## src/rtl/brdy_irq_pkg.sv

```systemverilog
package brdy_irq_pkg;
  // per-pipe strobes from control to datapath
  typedef struct packed {
    logic setPend;
    logic clrPend;
    logic setAwait;
    logic clrAwait;
    logic setLock;
    logic clrLock;
    logic flush;
    logic modeLoad;
    logic modeVal;
  } pipeStrb_t;
endpackage

```

## src/rtl/brdy_irq_ctl.sv

```systemverilog
module brdy_irq_ctl
  import brdy_irq_pkg::*;
#(
  parameter int NUM_PIPES    = 8,
  parameter int MODE_PIPE_LO = 1,
  parameter int MODE_PIPE_HI = 5,
  localparam int PW = $clog2(NUM_PIPES)
) (
  input  logic                 pktDone,
  input  logic [PW-1:0]        pktPipe,
  input  logic                 pktIsRx,
  input  logic                 cpuReadLast,
  input  logic [PW-1:0]        curPipe,
  input  logic [PW-1:0]        ctlPipe,
  input  logic                 bclrWr,
  input  logic                 aclrm,
  input  logic                 modeWr,
  input  logic                 modeWdata,
  input  logic                 ctrlStage,
  input  logic [NUM_PIPES-1:0] pipeNak,
  input  logic [NUM_PIPES-1:0] pipeBusy,
  input  logic [NUM_PIPES-1:0] nakByHw,
  input  logic                 irqClrWr,
  input  logic [NUM_PIPES-1:0] irqClrMask,
  input  logic [NUM_PIPES-1:0] modeQ,
  input  logic [NUM_PIPES-1:0] awaitQ,
  input  logic [NUM_PIPES-1:0] lockQ,
  output pipeStrb_t [NUM_PIPES-1:0] strb
);
  for (genvar i = 0; i < NUM_PIPES; i++) begin : g_pipe
    logic hitPkt, hitRead, hitCtl, effMode, readDone, guardOk;
    assign hitPkt  = pktDone && (pktPipe == PW'(i));
    assign hitRead = cpuReadLast && (curPipe == PW'(i));
    assign hitCtl  = (ctlPipe == PW'(i));
    assign readDone = hitRead && effMode && awaitQ[i];
    assign guardOk = !ctrlStage && pipeNak[i] && (curPipe != PW'(i))
                     && (!pipeBusy[i] || nakByHw[i]);

    if (i >= MODE_PIPE_LO && i <= MODE_PIPE_HI) begin : g_honour
      assign effMode = modeQ[i];
      always_comb begin
        strb[i].modeLoad = modeWr && hitCtl && guardOk;
        strb[i].modeVal  = modeWdata;
      end
    end else begin : g_fixed
      assign effMode = 1'b0;
      always_comb begin
        strb[i].modeLoad = 1'b0;
        strb[i].modeVal  = 1'b0;
      end
    end

    always_comb begin
      strb[i].setPend  = (hitPkt && !effMode) || readDone;
      strb[i].clrPend  = irqClrWr && irqClrMask[i];
      strb[i].setAwait = hitPkt && pktIsRx && effMode && !lockQ[i];
      strb[i].clrAwait = readDone;
      strb[i].setLock  = readDone;
      strb[i].clrLock  = bclrWr && hitCtl;
      strb[i].flush    = aclrm && hitCtl;
    end
  end
endmodule

```

## src/rtl/brdy_irq_dp.sv

```systemverilog
module brdy_irq_dp
  import brdy_irq_pkg::*;
#(
  parameter int NUM_PIPES = 8
) (
  input  logic                      clk,
  input  logic                      rst_n,
  input  pipeStrb_t [NUM_PIPES-1:0] strb,
  output logic [NUM_PIPES-1:0]      pendQ,
  output logic [NUM_PIPES-1:0]      awaitQ,
  output logic [NUM_PIPES-1:0]      lockQ,
  output logic [NUM_PIPES-1:0]      modeQ
);
  for (genvar i = 0; i < NUM_PIPES; i++) begin : g_pipe
    logic pendR, awaitR, lockR, modeR;

    always_ff @(posedge clk or negedge rst_n) begin
      if (!rst_n) begin
        pendR  <= 1'b0;
        awaitR <= 1'b0;
        lockR  <= 1'b0;
      end else if (strb[i].flush) begin
        pendR  <= 1'b0;
        awaitR <= 1'b0;
        lockR  <= 1'b0;
      end else begin
        if (strb[i].setPend)       pendR <= 1'b1;
        else if (strb[i].clrPend)  pendR <= 1'b0;
        if (strb[i].clrAwait)      awaitR <= 1'b0;
        else if (strb[i].setAwait) awaitR <= 1'b1;
        if (strb[i].setLock)       lockR <= 1'b1;
        else if (strb[i].clrLock)  lockR <= 1'b0;
      end
    end

    always_ff @(posedge clk or negedge rst_n) begin
      if (!rst_n)                modeR <= 1'b0;
      else if (strb[i].modeLoad) modeR <= strb[i].modeVal;
    end

    assign pendQ[i]  = pendR;
    assign awaitQ[i] = awaitR;
    assign lockQ[i]  = lockR;
    assign modeQ[i]  = modeR;
  end
endmodule

```

## src/rtl/brdy_irq_ctrl.sv

```systemverilog
module brdy_irq_ctrl
  import brdy_irq_pkg::*;
#(
  parameter int NUM_PIPES    = 8,
  parameter int MODE_PIPE_LO = 1,
  parameter int MODE_PIPE_HI = 5,
  localparam int PW = $clog2(NUM_PIPES)
) (
  input  logic                 clk,
  input  logic                 rst_n,
  input  logic                 pktDone,
  input  logic [PW-1:0]        pktPipe,
  input  logic                 pktIsRx,
  input  logic                 cpuReadLast,
  input  logic [PW-1:0]        curPipe,
  input  logic [PW-1:0]        ctlPipe,
  input  logic                 bclrWr,
  input  logic                 aclrm,
  input  logic                 modeWr,
  input  logic                 modeWdata,
  input  logic                 ctrlStage,
  input  logic [NUM_PIPES-1:0] pipeNak,
  input  logic [NUM_PIPES-1:0] pipeBusy,
  input  logic [NUM_PIPES-1:0] nakByHw,
  input  logic                 irqClrWr,
  input  logic [NUM_PIPES-1:0] irqClrMask,
  output logic [NUM_PIPES-1:0] irqPending,
  output logic [NUM_PIPES-1:0] rxEnable,
  output logic [NUM_PIPES-1:0] modeOut,
  output logic                 brdyIrq
);
  pipeStrb_t [NUM_PIPES-1:0] strb;
  logic [NUM_PIPES-1:0] pendQ, awaitQ, lockQ, modeQ;

  brdy_irq_ctl #(
    .NUM_PIPES(NUM_PIPES), .MODE_PIPE_LO(MODE_PIPE_LO), .MODE_PIPE_HI(MODE_PIPE_HI)
  ) u_ctl (
    .pktDone(pktDone), .pktPipe(pktPipe), .pktIsRx(pktIsRx),
    .cpuReadLast(cpuReadLast), .curPipe(curPipe), .ctlPipe(ctlPipe),
    .bclrWr(bclrWr), .aclrm(aclrm), .modeWr(modeWr), .modeWdata(modeWdata),
    .ctrlStage(ctrlStage), .pipeNak(pipeNak), .pipeBusy(pipeBusy),
    .nakByHw(nakByHw), .irqClrWr(irqClrWr), .irqClrMask(irqClrMask),
    .modeQ(modeQ), .awaitQ(awaitQ), .lockQ(lockQ), .strb(strb)
  );

  brdy_irq_dp #(.NUM_PIPES(NUM_PIPES)) u_dp (
    .clk(clk), .rst_n(rst_n), .strb(strb),
    .pendQ(pendQ), .awaitQ(awaitQ), .lockQ(lockQ), .modeQ(modeQ)
  );

  assign irqPending = pendQ;
  assign rxEnable   = ~lockQ;
  assign modeOut    = modeQ;
  assign brdyIrq    = |pendQ;
endmodule

```

## config.mk

```make
export PLATFORM = sky130hd
export DESIGN_NAME = brdy_irq_ctrl
export DESIGN_NICKNAME = d
export VERILOG_FILES = /design/src/rtl/brdy_irq_pkg.sv /design/src/rtl/brdy_irq_ctl.sv /design/src/rtl/brdy_irq_dp.sv /design/src/rtl/brdy_irq_ctrl.sv
export SDC_FILE = /design/constraint.sdc
export NUM_CORES = 1
export LEC_CHECK = 0
export ABC_AREA = 1
export BUFFER_PORTS_ARGS = -buffer_cell sky130_fd_sc_hd__buf_2
export CORE_ASPECT_RATIO = 2
export CORE_UTILIZATION = 46
export DETAILED_ROUTE_END_ITERATION = 7
export GPL_TIMING_DRIVEN = 0
export PLACE_DENSITY = 0.89
export RECOVER_POWER = 25
export REMOVE_ABC_BUFFERS = 1
export SLEW_MARGIN = 20
export SYNTH_ARGS = -nofsm -noshare
export SYNTH_HDL_FRONTEND = slang
export SYNTH_SLANG_ARGS = --single-unit
export TNS_END_PERCENT = 30
```

## constraint.sdc

```tcl
create_clock -name clk -period 1.1 [get_ports clk]
set_clock_uncertainty 0.15 [all_clocks]
set_input_delay 0.22 -clock clk [delete_from_list [all_inputs] [get_ports clk]]
set_output_delay 0.22 -clock clk [all_outputs]
set_load 0.03 [all_outputs]
```

==> metrics <==
Initial Util 0.481; Hold Worst Slack 0.0654 ns; PortBufs 61; most frequent cells in the layout nand2_1, buf_2, inv_1; Hold Violations, Final 0; final net count 374; final antenna-violating net count 0; largest net degree at the start of global routing 24; clk root buf clkbuf_8; # rows 30; hold_sp irqClrMask[6]; CTS HTree Levels 1; failing checks design-rule violations, negative setup slack; Ports 77; min cycle time layout 1.54 ns; critical path, cell by cell nor4_2, nand2_1, buf_6; Synth Register Bits 23; CTS tree yes; slowest stage cell, crit path dfrtp_1; power density over cell area 1120 mW/mm^2; Worst path max stage delay 0.40 ns; wire length per cell 12.6 um; Max-slew headroom 0.648; Cell Area, Synth 0.00163 mm^2; clk buf depth 2; Placement Cell Area 0.00184 mm^2; worst-case reg-to-reg path depth 7; vias in the first global route 1638; critical path class flip-flop to primary output; Tightest Pin Transition 0.528 ns; GPL Wtd Cong 0.884; CP Depth 3; Setup WS post-layout -0.437 ns; area share of the largest cell type after synthesis 0.354; CP Capture Type primary output; die height 86.1 um; critical path endpoint brdyIrq; first-pass GRT wire length 6.87 mm; post-DP HPWL 3.30 mm; synthesized area per cell 6.30 um^2; gr ovfl total 0; R2R Setup Slk -0.04 ns; Syn-to-layout area delta 32.3%; Max VDD drop 0.774 mV; Total Routing Usage GR 0.240; Leakage 1.20 nW; commonest non-fill, non-tap cell in the layout nand2_1; DIE WIDTH 44.0 um; TritonCTS Buffers 3; crit path launch type flip-flop; DRT Pass-1 Iters 7; origin of the worst setup path u_dp.g_pipe[2].pendR; period utilization 1.40; Reg clk slew, reported paths 0.08 ns; Worst Path Required 0.73 ns; initial antenna violation count 0; fin. max-slew vios 0; CTS sink cnt 23; area leader, netlist dfrtp_1; Max FO, Critical Path 2; Critical Path AT 1.17 ns; Routed Wire Length 4.45 mm; HP Class input port to flip-flop; diode count 0; design area 0.00215 mm^2; DR DRC count 5; die area 0.00379 mm^2; post-synth cell types 22; Worst-Skew Late Latency 0.26 ns; Max-Cap Viols 0; Initial DRC Count 68; endpoints failing setup 28; share of cells above drive strength 1 0.305; largest cells by area after synthesis dfrtp_1, nand2_1, inv_1; unrepaired setup endpoints after global routing true; Max Clk Rate 650 MHz; reg2reg end u_dp.g_pipe[5].pendR; DR vias 1769; Largest delay share family, worst path flip-flops; part of the Yosys area used for sequential elements 0.354; vias per cell 5.01; FF-to-FF Start u_dp.g_pipe[5].modeR; post-synthesis cell count 258; Core Box Area 0.00338 mm^2; Ys Warns 0; status finished, violations left; WP buf/inv 1
-- worst min-delay path by stage --
stage / endpoint / slack (ns) / cells after the start
3_5_place_dp: u_dp.g_pipe[3].awaitR / 0.06 / 1
4_1_cts: u_dp.g_pipe[6].pendR / 0.06 / 4
6_report: u_dp.g_pipe[6].pendR / 0.07 / 4
3_3_place_gp: u_dp.g_pipe[3].lockR / 0.07 / 1
5_1_grt: u_dp.g_pipe[7].pendR / 0.09 / 4
2_1_floorplan: u_dp.g_pipe[0].pendR / -0.23 / 0
-- synthesized netlist by cell type --
library cell / number
a21boi_1: 1
a21oi_1: 12
a31oi_1: 1
buf_2: 1
buf_4: 19
conb_1: 2
dfrtp_1: 23
inv_1: 44
inv_2: 2
nand2_1: 80
nand3_1: 23
nand3b_1: 1
nand4_1: 1
nor2_1: 31
nor2_2: 3
nor2_4: 1
nor3_1: 1
nor4_1: 2
o21ai_0: 4
o21ai_1: 3
o21bai_1: 2
o22ai_1: 1
-- kinds of logic (layout without fill, tap and decap cells) --
kind of cell,count (synthesis),count (layout),share of synthesized area
compound gates,24,24,0.0800
buf+inv,66,125,0.197
flops,23,23,0.354
other cells,2,6,0.00462
simple gates,143,143,0.365
-- where the power goes --
part	leakage (nW)	internal (mW)	switching, mW
sequential	0.306	0.937	0.0756
combinational	0.875	0.371	0.507
clock	0.0228	0.259	0.261
total	1.20	1.57	0.843
-- worst register-to-register path, stage by stage (launching register included) --
cell and delay [ns]:
dfrtp_1 0.41, buf_6 0.14, nand2_2 0.07, nor2_2 0.04, nand2_1 0.07, nand3_1 0.06, nand2_1 0.06, inv_1 0.04
-- through the flow --
step	setup TNS (ns)	cells	util	setup slack, ns	total power, mW
floorplan	-1.09	242	-	-0.273	1.42
global placement	-0.913	335	0.544	-0.149	1.66
detailed placement	-1.48	335	0.544	-0.166	1.68
CTS	-2.78	345	0.607	-0.443	2.33
global route	-4.22	353	0.637	-0.515	2.54
finish	-2.89	353	0.637	-0.437	2.41
-- sequential cells by signal (all words and copies together) (netlist names) --
signal,cells
u_dp.g_pipe.pendR,8
u_dp.g_pipe.awaitR,5
u_dp.g_pipe.lockR,5
u_dp.g_pipe.modeR,5
-- what timing repair did --
item | CTS | global route
hold endpoints to repair | 23 | 0
setup buffers | 5 | 8
setup endpoints to repair | 21 | 34
hold buffers | 1 | 0
pin swaps | 4 | 4
resized for setup | 41 | 15
-- routing by layer --
layer / part of all wire / vias up / GRT usage / wire length, um
li1: - / 888 / - / -
met3: 0.062 / 10 / 0.0253 / 274
met2: 0.56 / 80 / 0.444 / 2480
met1: 0.35 / 791 / 0.239 / 1570
met4: 0.027 / 0 / 0.146 / 121
met5: 0 / - / 0 / 0
-- area by class of cell --
type,instances,area [um^2]
fill,290,1230
multi-input combinational,173,781
timing repair buffer,75,536
sequential,23,578
clock buffer,4,45.0
tap,32,40.0
inverter,46,173
Power figures use the tool's default switching activity.
